--- src/rtl/fcg_pkg.sv ---
package fcg_pkg;

    localparam logic [2:0] SEL_CFG  = 3'd0;
    localparam logic [2:0] SEL_CMD  = 3'd1;
    localparam logic [2:0] SEL_DATA = 3'd2;
    localparam logic [2:0] SEL_ADLO = 3'd3;
    localparam logic [2:0] SEL_ADHI = 3'd4;
    localparam logic [2:0] SEL_KEY1 = 3'd5;
    localparam logic [2:0] SEL_KEY2 = 3'd6;

    localparam logic [7:0] KEY1_VAL    = 8'hA2;
    localparam logic [7:0] KEY2_VAL    = 8'hDF;
    localparam logic [7:0] ERASE_SETUP = 8'h55;
    localparam logic [7:0] CLKDBL_ADHI = 8'hE0;

    localparam logic [7:0] CODE_READ  = 8'h0C;
    localparam logic [7:0] CODE_PROG  = 8'h0E;
    localparam logic [7:0] CODE_ERASE = 8'h0D;
    localparam logic [7:0] CODE_LOCK  = 8'h06;
    localparam logic [7:0] CODE_CLKDB = 8'h08;

    localparam logic [1:0] FOP_READ   = 2'd0;
    localparam logic [1:0] FOP_PROG   = 2'd1;
    localparam logic [1:0] FOP_ERASE  = 2'd2;
    localparam logic [1:0] FOP_OPTION = 2'd3;

    typedef enum logic [1:0] {
        ACT_FLASH,
        ACT_LOCKSET,
        ACT_NOP
    } act_e;

    typedef enum logic [2:0] {
        ST_IDLE,
        ST_KEY_SEEN,
        ST_ARMED,
        ST_EXEC,
        ST_FINISH
    } gate_state_e;

endpackage

--- src/rtl/fcg_mailbox.sv ---
module fcg_mailbox
    import fcg_pkg::*;
#(
    parameter int DATA_W = 8
) (
    input  logic              clk,
    input  logic              rst_n,
    input  logic              wr_en,
    input  logic [2:0]        wr_sel,
    input  logic [DATA_W-1:0] wr_data,
    input  logic              rd_load,
    input  logic [DATA_W-1:0] rd_value,
    output logic [DATA_W-1:0] cfg_q,
    output logic [DATA_W-1:0] data_q,
    output logic [DATA_W-1:0] adlo_q,
    output logic [DATA_W-1:0] adhi_q
);

    always_ff @(posedge clk) begin
        if (!rst_n) begin
            cfg_q  <= '0;
            data_q <= '0;
            adlo_q <= '0;
            adhi_q <= '0;
        end else begin
            if (wr_en && wr_sel == SEL_CFG)  cfg_q  <= wr_data;
            if (wr_en && wr_sel == SEL_ADLO) adlo_q <= wr_data;
            if (wr_en && wr_sel == SEL_ADHI) adhi_q <= wr_data;
            if (rd_load)
                data_q <= rd_value;
            else if (wr_en && wr_sel == SEL_DATA)
                data_q <= wr_data;
        end
    end

endmodule

--- src/rtl/fcg_lock_table.sv ---
module fcg_lock_table #(
    parameter int ADDR_W    = 16,
    parameter int PAGE_CNT  = 4,
    parameter int PAGE_BITS = 13
) (
    input  logic                clk,
    input  logic                rst_n,
    input  logic [ADDR_W-1:0]   addr,
    input  logic                set_en,
    input  logic                clr_all,
    output logic                hit,
    output logic [PAGE_CNT-1:0] locks
);

    localparam int IDX_W = (PAGE_CNT > 1) ? $clog2(PAGE_CNT) : 1;
    localparam logic [ADDR_W:0] PART_END = (ADDR_W+1)'(PAGE_CNT) << PAGE_BITS;

    logic                 in_part;
    logic [IDX_W-1:0]     idx;
    logic [PAGE_CNT-1:0]  page_sel;
    logic [PAGE_CNT-1:0]  locks_q;

    assign in_part = {1'b0, addr} < PART_END;
    assign idx     = addr[PAGE_BITS +: IDX_W];

    for (genvar g = 0; g < PAGE_CNT; g++) begin : g_page
        assign page_sel[g] = in_part && (idx == IDX_W'(g));
    end

    always_ff @(posedge clk) begin
        if (!rst_n)
            locks_q <= '0;
        else if (clr_all)
            locks_q <= '0;
        else if (set_en)
            locks_q <= locks_q | page_sel;
    end

    assign hit   = |(locks_q & page_sel);
    assign locks = locks_q;

endmodule

--- src/rtl/fcg_cmd_decode.sv ---
module fcg_cmd_decode
    import fcg_pkg::*;
(
    input  logic [7:0] code,
    input  logic [7:0] data,
    input  logic [7:0] adhi,
    input  logic       locked_hit,
    output logic       valid,
    output act_e       act,
    output logic [1:0] fop
);

    always_comb begin
        valid = 1'b0;
        act   = ACT_NOP;
        fop   = FOP_READ;
        case (code)
            CODE_READ: begin
                valid = 1'b1;
                act   = locked_hit ? ACT_NOP : ACT_FLASH;
                fop   = FOP_READ;
            end
            CODE_PROG: begin
                valid = !locked_hit;
                act   = ACT_FLASH;
                fop   = FOP_PROG;
            end
            CODE_ERASE: begin
                valid = (data == ERASE_SETUP);
                act   = ACT_FLASH;
                fop   = FOP_ERASE;
            end
            CODE_LOCK: begin
                valid = 1'b1;
                act   = ACT_LOCKSET;
            end
            CODE_CLKDB: begin
                valid = (adhi == CLKDBL_ADHI);
                act   = ACT_FLASH;
                fop   = FOP_OPTION;
            end
            default: valid = 1'b0;
        endcase
    end

endmodule

--- src/rtl/flash_cmd_gate.sv ---
module flash_cmd_gate
    import fcg_pkg::*;
#(
    parameter int DATA_W    = 8,
    parameter int PAGE_CNT  = 4,
    parameter int PAGE_BITS = 13,
    parameter int EN_BIT    = 6
) (
    input  logic                  clk,
    input  logic                  rst_n,
    input  logic                  reg_we,
    input  logic [2:0]            reg_sel,
    input  logic [DATA_W-1:0]     reg_wdata,
    output logic                  iap_enable,
    output logic [DATA_W-1:0]     mbox_data,
    output logic                  cmd_status,
    output logic                  cmd_done,
    output logic                  cmd_reject,
    output logic                  cpu_hold,
    output logic [PAGE_CNT-1:0]   page_locked,
    output logic                  clk_dbl,
    output logic                  fl_req,
    output logic [1:0]            fl_op,
    output logic [2*DATA_W-1:0]   fl_addr,
    output logic [DATA_W-1:0]     fl_wdata,
    input  logic                  fl_ack,
    input  logic [DATA_W-1:0]     fl_rdata
);

    localparam int ADDR_W = 2 * DATA_W;

    gate_state_e         state_q, state_d;
    logic                busy;
    logic                wr_ok;
    logic                cmd_wr;
    logic                accept;
    logic [DATA_W-1:0]   cfg_q, data_q, adlo_q, adhi_q;
    logic [ADDR_W-1:0]   addr;
    logic                lock_hit;
    logic                dec_valid;
    act_e                dec_act;
    logic [1:0]          dec_fop;
    logic [1:0]          op_q;
    logic                status_q, reject_q, clkdbl_q;
    logic                ack_seen;

    assign busy   = (state_q == ST_EXEC) || (state_q == ST_FINISH);
    assign wr_ok  = reg_we && !busy;
    assign cmd_wr = wr_ok && (reg_sel == SEL_CMD);
    assign accept = cmd_wr && (state_q == ST_ARMED) && cfg_q[EN_BIT] && dec_valid;
    assign ack_seen = (state_q == ST_EXEC) && fl_ack;
    assign addr   = {adhi_q, adlo_q};

    fcg_mailbox #(.DATA_W(DATA_W)) u_mbox (
        .clk      (clk),
        .rst_n    (rst_n),
        .wr_en    (wr_ok),
        .wr_sel   (reg_sel),
        .wr_data  (reg_wdata),
        .rd_load  (ack_seen && (op_q == FOP_READ)),
        .rd_value (fl_rdata),
        .cfg_q    (cfg_q),
        .data_q   (data_q),
        .adlo_q   (adlo_q),
        .adhi_q   (adhi_q)
    );

    fcg_lock_table #(
        .ADDR_W   (ADDR_W),
        .PAGE_CNT (PAGE_CNT),
        .PAGE_BITS(PAGE_BITS)
    ) u_locks (
        .clk     (clk),
        .rst_n   (rst_n),
        .addr    (addr),
        .set_en  (accept && (dec_act == ACT_LOCKSET)),
        .clr_all (ack_seen && (op_q == FOP_ERASE)),
        .hit     (lock_hit),
        .locks   (page_locked)
    );

    fcg_cmd_decode u_dec (
        .code       (reg_wdata[7:0]),
        .data       (data_q[7:0]),
        .adhi       (adhi_q[7:0]),
        .locked_hit (lock_hit),
        .valid      (dec_valid),
        .act        (dec_act),
        .fop        (dec_fop)
    );

    // Next-state logic
    always_comb begin
        state_d = state_q;
        unique case (state_q)
            ST_IDLE, ST_KEY_SEEN, ST_ARMED: begin
                if (wr_ok) begin
                    case (reg_sel)
                        SEL_KEY1: state_d = (reg_wdata == KEY1_VAL) ? ST_KEY_SEEN : ST_IDLE;
                        SEL_KEY2: state_d = (state_q == ST_KEY_SEEN && reg_wdata == KEY2_VAL)
                                            ? ST_ARMED : ST_IDLE;
                        SEL_CMD:  state_d = !accept ? ST_IDLE :
                                            (dec_act == ACT_FLASH) ? ST_EXEC : ST_FINISH;
                        default:  state_d = ST_IDLE;
                    endcase
                end
            end
            ST_EXEC:   if (fl_ack) state_d = ST_FINISH;
            ST_FINISH: state_d = ST_IDLE;
            default:   state_d = ST_IDLE;
        endcase
    end

    // State register
    always_ff @(posedge clk) begin
        if (!rst_n) state_q <= ST_IDLE;
        else        state_q <= state_d;
    end

    // Command bookkeeping registers
    always_ff @(posedge clk) begin
        if (!rst_n) begin
            op_q     <= FOP_READ;
            status_q <= 1'b0;
            reject_q <= 1'b0;
            clkdbl_q <= 1'b0;
        end else begin
            reject_q <= cmd_wr && !accept;
            if (accept) begin
                op_q     <= dec_fop;
                status_q <= 1'b0;
            end else if (cmd_wr) begin
                status_q <= 1'b0;
            end else if (state_q == ST_FINISH) begin
                status_q <= 1'b1;
            end
            if (ack_seen && op_q == FOP_OPTION)
                clkdbl_q <= 1'b1;
        end
    end

    // Outputs
    always_comb begin
        cpu_hold = busy;
        fl_req   = (state_q == ST_EXEC);
        cmd_done = (state_q == ST_FINISH);
    end

    assign iap_enable = cfg_q[EN_BIT];
    assign mbox_data  = data_q;
    assign cmd_status = status_q;
    assign cmd_reject = reject_q;
    assign clk_dbl    = clkdbl_q;
    assign fl_op      = op_q;
    assign fl_addr    = addr;
    assign fl_wdata   = data_q;

endmodule

--- config.mk ---
export PLATFORM = sky130hd
export DESIGN_NAME = flash_cmd_gate
export DESIGN_NICKNAME = d
export VERILOG_FILES = /design/src/rtl/fcg_pkg.sv /design/src/rtl/fcg_mailbox.sv /design/src/rtl/fcg_lock_table.sv /design/src/rtl/fcg_cmd_decode.sv /design/src/rtl/flash_cmd_gate.sv
export SDC_FILE = /design/constraint.sdc
export NUM_CORES = 1
export LEC_CHECK = 0
export ABC_CLOCK_PERIOD_IN_PS = 1900
export BUFFER_PORTS_ARGS = -buffer_cell sky130_fd_sc_hd__clkbuf_2
export CORE_MARGIN = 2
export CORE_UTILIZATION = 45
export DETAILED_ROUTE_END_ITERATION = 10
export PLACE_DENSITY = 0.81
export SLEW_MARGIN = 10
export SYNTH_ARGS = -nofsm -noshare
export SYNTH_HDL_FRONTEND = slang
export SYNTH_SLANG_ARGS = --single-unit
--- constraint.sdc ---
create_clock -name clk -period 1.9 [get_ports clk]
set_input_delay 0.095 -clock clk [delete_from_list [all_inputs] [get_ports clk]]
set_output_delay 0.095 -clock clk [all_outputs]
set_load 0.03 [all_outputs]
==> flow_summary.ini, run 1 <==
[grt]
wire_length_of_the_first_global_routing_pass_um = 8930
grt_start_max_net_pins = 22
global_route.usage.total = 0.230
initial_antenna_violation_count = 0
first_global_vias = 1836
grt_remaining_overflow = 0

[route]
detailed_routed_wire_length_on_met2_um = 2760
viasPerCell = 5.56
detailedRoute.firstIterationViolations = 116
totalWireLength_um = 5520
tritonroute_pass_1_iters = 4
detailroute.via_count = 2002
dr.max_layer_used = met4
route.detailed.drc = 0
drtAntennaViolNets = 0
routedWlPerCell_um = 15.3
wirelength_met1_um = 2370
met3_wirelength_um = 282

[timing]
drv_slew = 0
fin_clk_skew_ps = 4.04
post-route-period-util = 1.04
unrepaired_setup_endpoints_after_global_routing = yes
relSlewSlack = 0.679
setup_tns_final_ps = -475
period_minus_slack_ps = 1970
hold_slack_ps = 13.4
hold_violations = 0
fmaxAchievable_ghz = 0.507
setup_slack_ps = -71.8
setup-violations-final = 10
worst-slew-pin-transition_ps = 482

[synthesis]
yosys_register_bits = 37
postSynth.asyncResetShare = 0
postSynthAreaPerCell_um2 = 9.09
synth_fp_nets = 239
yosys_warnings = 0
synth_edf_count = 0
postSynthCellCount = 216
synth_area_um2 = 1960
yosysSeqAreaShare = 0.377
synth_cell_type_count = 47
synth-main-ff-cell = sky130_fd_sc_hd__dfxtp_1

[layout]
final_util = 0.639
register_area_um2 = 757
most-common-layout-cells = sky130_fd_sc_hd__clkbuf_2, sky130_fd_sc_hd__buf_4, sky130_fd_sc_hd__nor2_1, sky130_fd_sc_hd__mux2i_1, sky130_fd_sc_hd__dfxtp_1
fill_cells = 373
area_growth_syn_to_layout_pct = 38.7
total_inserted_antenna_cells = 0
post_route_cells_drive_above_1_share = 0.461
final_common_cell = sky130_fd_sc_hd__clkbuf_2
multiInputGateArea_um2 = 1180
layout.nets = 330
finalNonFillerCells = 360

[floorplanning]
die_area_um2 = 4910
chipHeight_um = 70.1
fp.coreArea_um2 = 4260
fp.dieW_um = 70.1
top_level_ports = 68
core.rowCount = 24
floorplan.initialDensity = 0.461

[pwr]
power_per_cell_area_nw_per_um2 = 573
total_leakage_power_nw = 1.25
ir_drop_mv = 0.434
p_total_w = 0.00156

[worst_setup_path]
endpoint_class_of_the_critical_path = register
crit_type = reg -> reg
crit_path_start_kind = register
worst_ep_required_time_ps = 2130
worst_endpoint_data_arrival_time_ps = 2200
critical_path_peak_fanout = 3

[cts]
clock_tree.root_cell = sky130_fd_sc_hd__clkbuf_8
cts_made_buffers = 5
cts_tree = built
worst_path_clk_slew_ps = 70
cts_num_sinks = 37
clk_latency_ps = 290
cts.htree.levels = 2
clk_path_buf_depth = 2

[job]
cap_violations = 0

[placed_design]
hpwl_um = 4090
port-buffer-count = 67
place.detailed.instances = 349
gp_congestion = 0.835

[outcome]
status = complete, but fails checks
violations_in_the_final_reports = setup timing

[min_path]
worstHoldPathType = in -> reg
[cell type report]
type | count | area share
clock buffers | 5 | 0.0253
clock inverters | 3 | 0.00643
inverters | 5 | 0.00689
multi-input cells | 157 | 0.434
flip-flops and latches | 37 | 0.278
well taps | 52 | 0.0239
repair buffers | 101 | 0.226
[kinds of logic (layout without fill, tap and decap cells)]
kind of cell / after synthesis / in the layout / synth area share
simple gates: 90 / 90 / 0.269
flops: 37 / 37 / 0.377
compound gates: 35 / 35 / 0.132
mux: 30 / 30 / 0.155
buf+inv: 22 / 114 / 0.0580
xor+xnor: 2 / 2 / 0.00892
[worst max-delay path: stages, from the launching register on]
cell                       delay [ps]
sky130_fd_sc_hd__dfxtp_2          330
sky130_fd_sc_hd__or4bb_1          470
sky130_fd_sc_hd__or4_4            500
sky130_fd_sc_hd__a21oi_4          190
sky130_fd_sc_hd__buf_4            150
sky130_fd_sc_hd__o311ai_4         120
sky130_fd_sc_hd__a21oi_2          140
[flip-flops by register name (all words and copies together), names as in the netlist, 2 cells and up]
signal,count
u_mbox.data_q,8
state_q,3
u_locks.locks,4
u_mbox.adlo_q,8
fl_op,2
u_mbox.adhi_q,8
[synth_stat cells (3+ instances only)]
master	count	area [um2]
sky130_fd_sc_hd__o21ai_0	12	60.1
sky130_fd_sc_hd__nand2b_1	5	31.3
sky130_fd_sc_hd__or4bb_1	3	33.8
sky130_fd_sc_hd__a21oi_1	6	30.0
sky130_fd_sc_hd__nor4_1	4	25.0
sky130_fd_sc_hd__mux2_2	4	45.0
sky130_fd_sc_hd__nand3_1	3	15.0
sky130_fd_sc_hd__mux2i_1	26	260
sky130_fd_sc_hd__clkbuf_1	7	26.3
sky130_fd_sc_hd__nand2_1	18	67.6
sky130_fd_sc_hd__nor2_1	26	97.6
sky130_fd_sc_hd__inv_1	5	18.8
sky130_fd_sc_hd__and3_1	3	18.8
sky130_fd_sc_hd__nor3b_1	3	22.5
sky130_fd_sc_hd__buf_4	8	60.1
sky130_fd_sc_hd__dfxtp_1	37	741
sky130_fd_sc_hd__o41ai_1	4	35.0
[report_power, final]
group | switching (W) | internal, W | total (W)
registers | 0.00000847 | 0.000786 | 0.000795
clock network | 0.000284 | 0.000253 | 0.000537
logic | 0.000136 | 0.0000934 | 0.000230
[layer usage]
layer,global-route usage,up-vias
met4,0.0855,0
met1,0.288,959
li1,-,965
met5,0,-
met3,0.0534,8
met2,0.385,70
[worst paths after layout]
check	cells after the start	start	slack, ps	to
hold / removal	3	fl_rdata[4]	10	u_mbox.data_q[4]
setup reg to reg	6	u_mbox.data_q[6]	-70	state_q[1]
hold reg to reg	2	clk_dbl	470	clk_dbl
setup / recovery	6	u_mbox.data_q[6]	-70	state_q[1]
[repair_timing]
item	4_1_cts	5_1_grt
hold buffers	2	0
pin swaps	9	2
gates resized for setup	6	13
hold endpoints to repair	2	0
setup buffers	0	1
endpoints found under the setup margin	10	24
[metrics by stage]
step	setup slack, ps	instance area, um2
finish	-71.8	2720
CTS	-41.8	2680
detailed placement	-197	2540
floorplan	-155	1990
global placement	-135	2540
global route	-142	2720
Note: power is estimated with default switching activity, not from simulation.
==> run 2, diff against run 1 <==
CORE_UTILIZATION = 47   (was 45)
CTS_BUF_LIST = sky130_fd_sc_hd__clkbuf_8   (was not set)
PLACE_DENSITY = 0.84   (was 0.81)
==> run 2 against run 1 <==
Effect of this change: worst hold slack got worse by 2.9 ps; non-clock buffer count rose by 8; the flow still finishes with violations (setup timing); largest power group unchanged; routed wire length grew 2.4%; final cell count is 1.7% higher; sequential share of layout area down 0.71 points; critical path depth shrank 1; maximum frequency decreased by 4.3%; critical endpoint is now u_locks.locks[1]; via count is 0.50% higher.
==> flow_summary.ini, run 2 (same netlist as run 1, synthesis figures left out) <==
[outcome]
status = complete, but fails checks
violations_in_the_final_reports = setup timing

[worst_setup_path]
critPathCapture = u_locks.locks[1]
critical_path_peak_fanout = 6
worst_endpoint_data_arrival_time_ps = 2260
crit_type = reg -> reg
worst_ep_required_time_ps = 2100
setup.worst_path.start = u_mbox.data_q[7]
endpoint_class_of_the_critical_path = register
r2r-start = u_mbox.data_q[7]
setup.reg_to_reg.worst_slack_ps = -160
reg2reg_to = u_locks.locks[1]
r2r.worst_path.cells = 5
crit_path_start_kind = register

[pwr]
pwr-share-seq = 0.459
part_of_the_power_in_the_clock_network = 0.402
combPwrFrac = 0.139
ir_drop_mv = 0.596
power.net_switching_w = 0.000448
power_per_cell_area_nw_per_um2 = 617
total_leakage_power_nw = 1.29
int_power_w = 0.00128
switching_share = 0.259

[timing]
setup_tns_final_ps = -1130
setup_slack_ps = -160
setup-violations-final = 10
fin_clk_skew_ps = 8.00
period_minus_slack_ps = 2060
worst-slew-pin-transition_ps = 464
unrepaired_setup_endpoints_after_global_routing = yes
drv_slew = 0
relSlewSlack = 0.687
post-route-period-util = 1.08
fmaxAchievable_ghz = 0.485
hold_slack_ps = 10.4
hold_violations = 0

[cts]
worst_path_clk_slew_ps = 80
cts_made_buffers = 5
cts_num_sinks = 37
clk_latency_ps = 300
clock_tree.root_cell = sky130_fd_sc_hd__clkbuf_8
clk_path_buf_depth = 2
cts_tree = built
cts.htree.levels = 2

[route]
routedWlPerCell_um = 15.4
viasPerCell = 5.50
tritonroute_pass_1_iters = 4
detailroute.via_count = 2012
detailedRoute.firstIterationViolations = 192
drtAntennaViolNets = 0
route.detailed.drc = 0
totalWireLength_um = 5650

[layout]
layout.nets = 338
most-common-layout-cells = sky130_fd_sc_hd__clkbuf_2, sky130_fd_sc_hd__buf_4, sky130_fd_sc_hd__nor2_1
post_route_cells_drive_above_1_share = 0.462
area_growth_syn_to_layout_pct = 42.5
final_util = 0.700
finish.instance_area_um2 = 2800
total_inserted_antenna_cells = 0
final_common_cell = sky130_fd_sc_hd__clkbuf_2
fill_cells = 312
reg.largest.list = u_mbox.adhi_q x8, u_mbox.adlo_q x8, u_mbox.data_q x8

[job]
cap_violations = 0

[placed_design]
detailed_place.area_um2 = 2550
port-buffer-count = 67
gp_congestion = 0.887
hpwl_um = 3960

[grt]
initial_antenna_violation_count = 0
first_global_vias = 1805
grt_remaining_overflow = 0
grt_start_max_net_pins = 19
global_route.usage.total = 0.251
wire_length_of_the_first_global_routing_pass_um = 8610

[floorplanning]
top_level_ports = 68
core.rowCount = 23
fp.dieW_um = 68.7
die_area_um2 = 4710
chipHeight_um = 68.7
floorplan.initialDensity = 0.491
fp.coreArea_um2 = 4000

[min_path]
worstHoldPathType = in -> reg
[run 2: area by class of cell]
cell class / count / area (um2) / area share
multi-input combinational: 157 / 1160 / 0.415
sequential: 37 / 758 / 0.271
timing repair buffer: 109 / 686 / 0.245
clock buffer: 5 / 68.8 / 0.0246
tap: 50 / 62.6 / 0.0223
clock inverter: 3 / 45.0 / 0.0161
inverter: 5 / 18.8 / 0.00670
[run 2: worst max-delay path, stage by stage, from the launching register on]
cell and delay [ps]:
sky130_fd_sc_hd__dfxtp_1 320, sky130_fd_sc_hd__or4bb_1 490, sky130_fd_sc_hd__or4_4 500, sky130_fd_sc_hd__a21oi_4 190
sky130_fd_sc_hd__o31ai_4 110, sky130_fd_sc_hd__o41ai_2 350
[run 2: power by group through the flow]
stage	sequential (W)	combinational, W	clock [W]
after floorplan	0.000836	0.000101	0
after global placement	0.000811	0.000219	0
after detailed placement	0.000812	0.000223	0
after CTS	0.000794	0.000234	0.000701
after global routing	0.000796	0.000255	0.000743
final	0.000794	0.000240	0.000695
[run 2: how the worst min path moves through the flow]
stage	slack [ps]	cells after the start	startpoint	to
after floorplan	200	2	fl_rdata[0]	u_mbox.data_q[0]
after CTS	10	3	fl_rdata[3]	u_mbox.data_q[3]
after global routing	10	3	fl_rdata[3]	u_mbox.data_q[3]
final	10	3	fl_rdata[3]	u_mbox.data_q[3]
after global placement	290	3	fl_rdata[4]	u_mbox.data_q[4]
after detailed placement	300	3	fl_rdata[6]	u_mbox.data_q[6]
[run 2: per-stage QoR]
stage / total power, W / cells / worst slack, ps
after detailed placement: 0.00103 / 349 / -182
after floorplan: 0.000936 / 216 / -155
after CTS: 0.00173 / 365 / -163
final: 0.00173 / 366 / -160
after global placement: 0.00103 / 349 / -139
after global routing: 0.00179 / 366 / -214
[run 2: routing by layer]
metal,vias to the layer above,global-route usage,routed length [um]
met2,77,0.440,2860
met4,0,0.0850,112
met1,939,0.298,2280
met3,13,0.0601,400
met5,-,0,0
li1,983,-,-
[run 2: timing repair]
| item | CTS | global route |
|---|---|---|
| resized for setup | 2 | 14 |
| setup buffers | 2 | 1 |
| endpoints found under the setup margin | 10 | 25 |
| endpoints found under the hold margin | 6 | 0 |
| pin swaps | 5 | 2 |
| hold buffers | 6 | 0 |
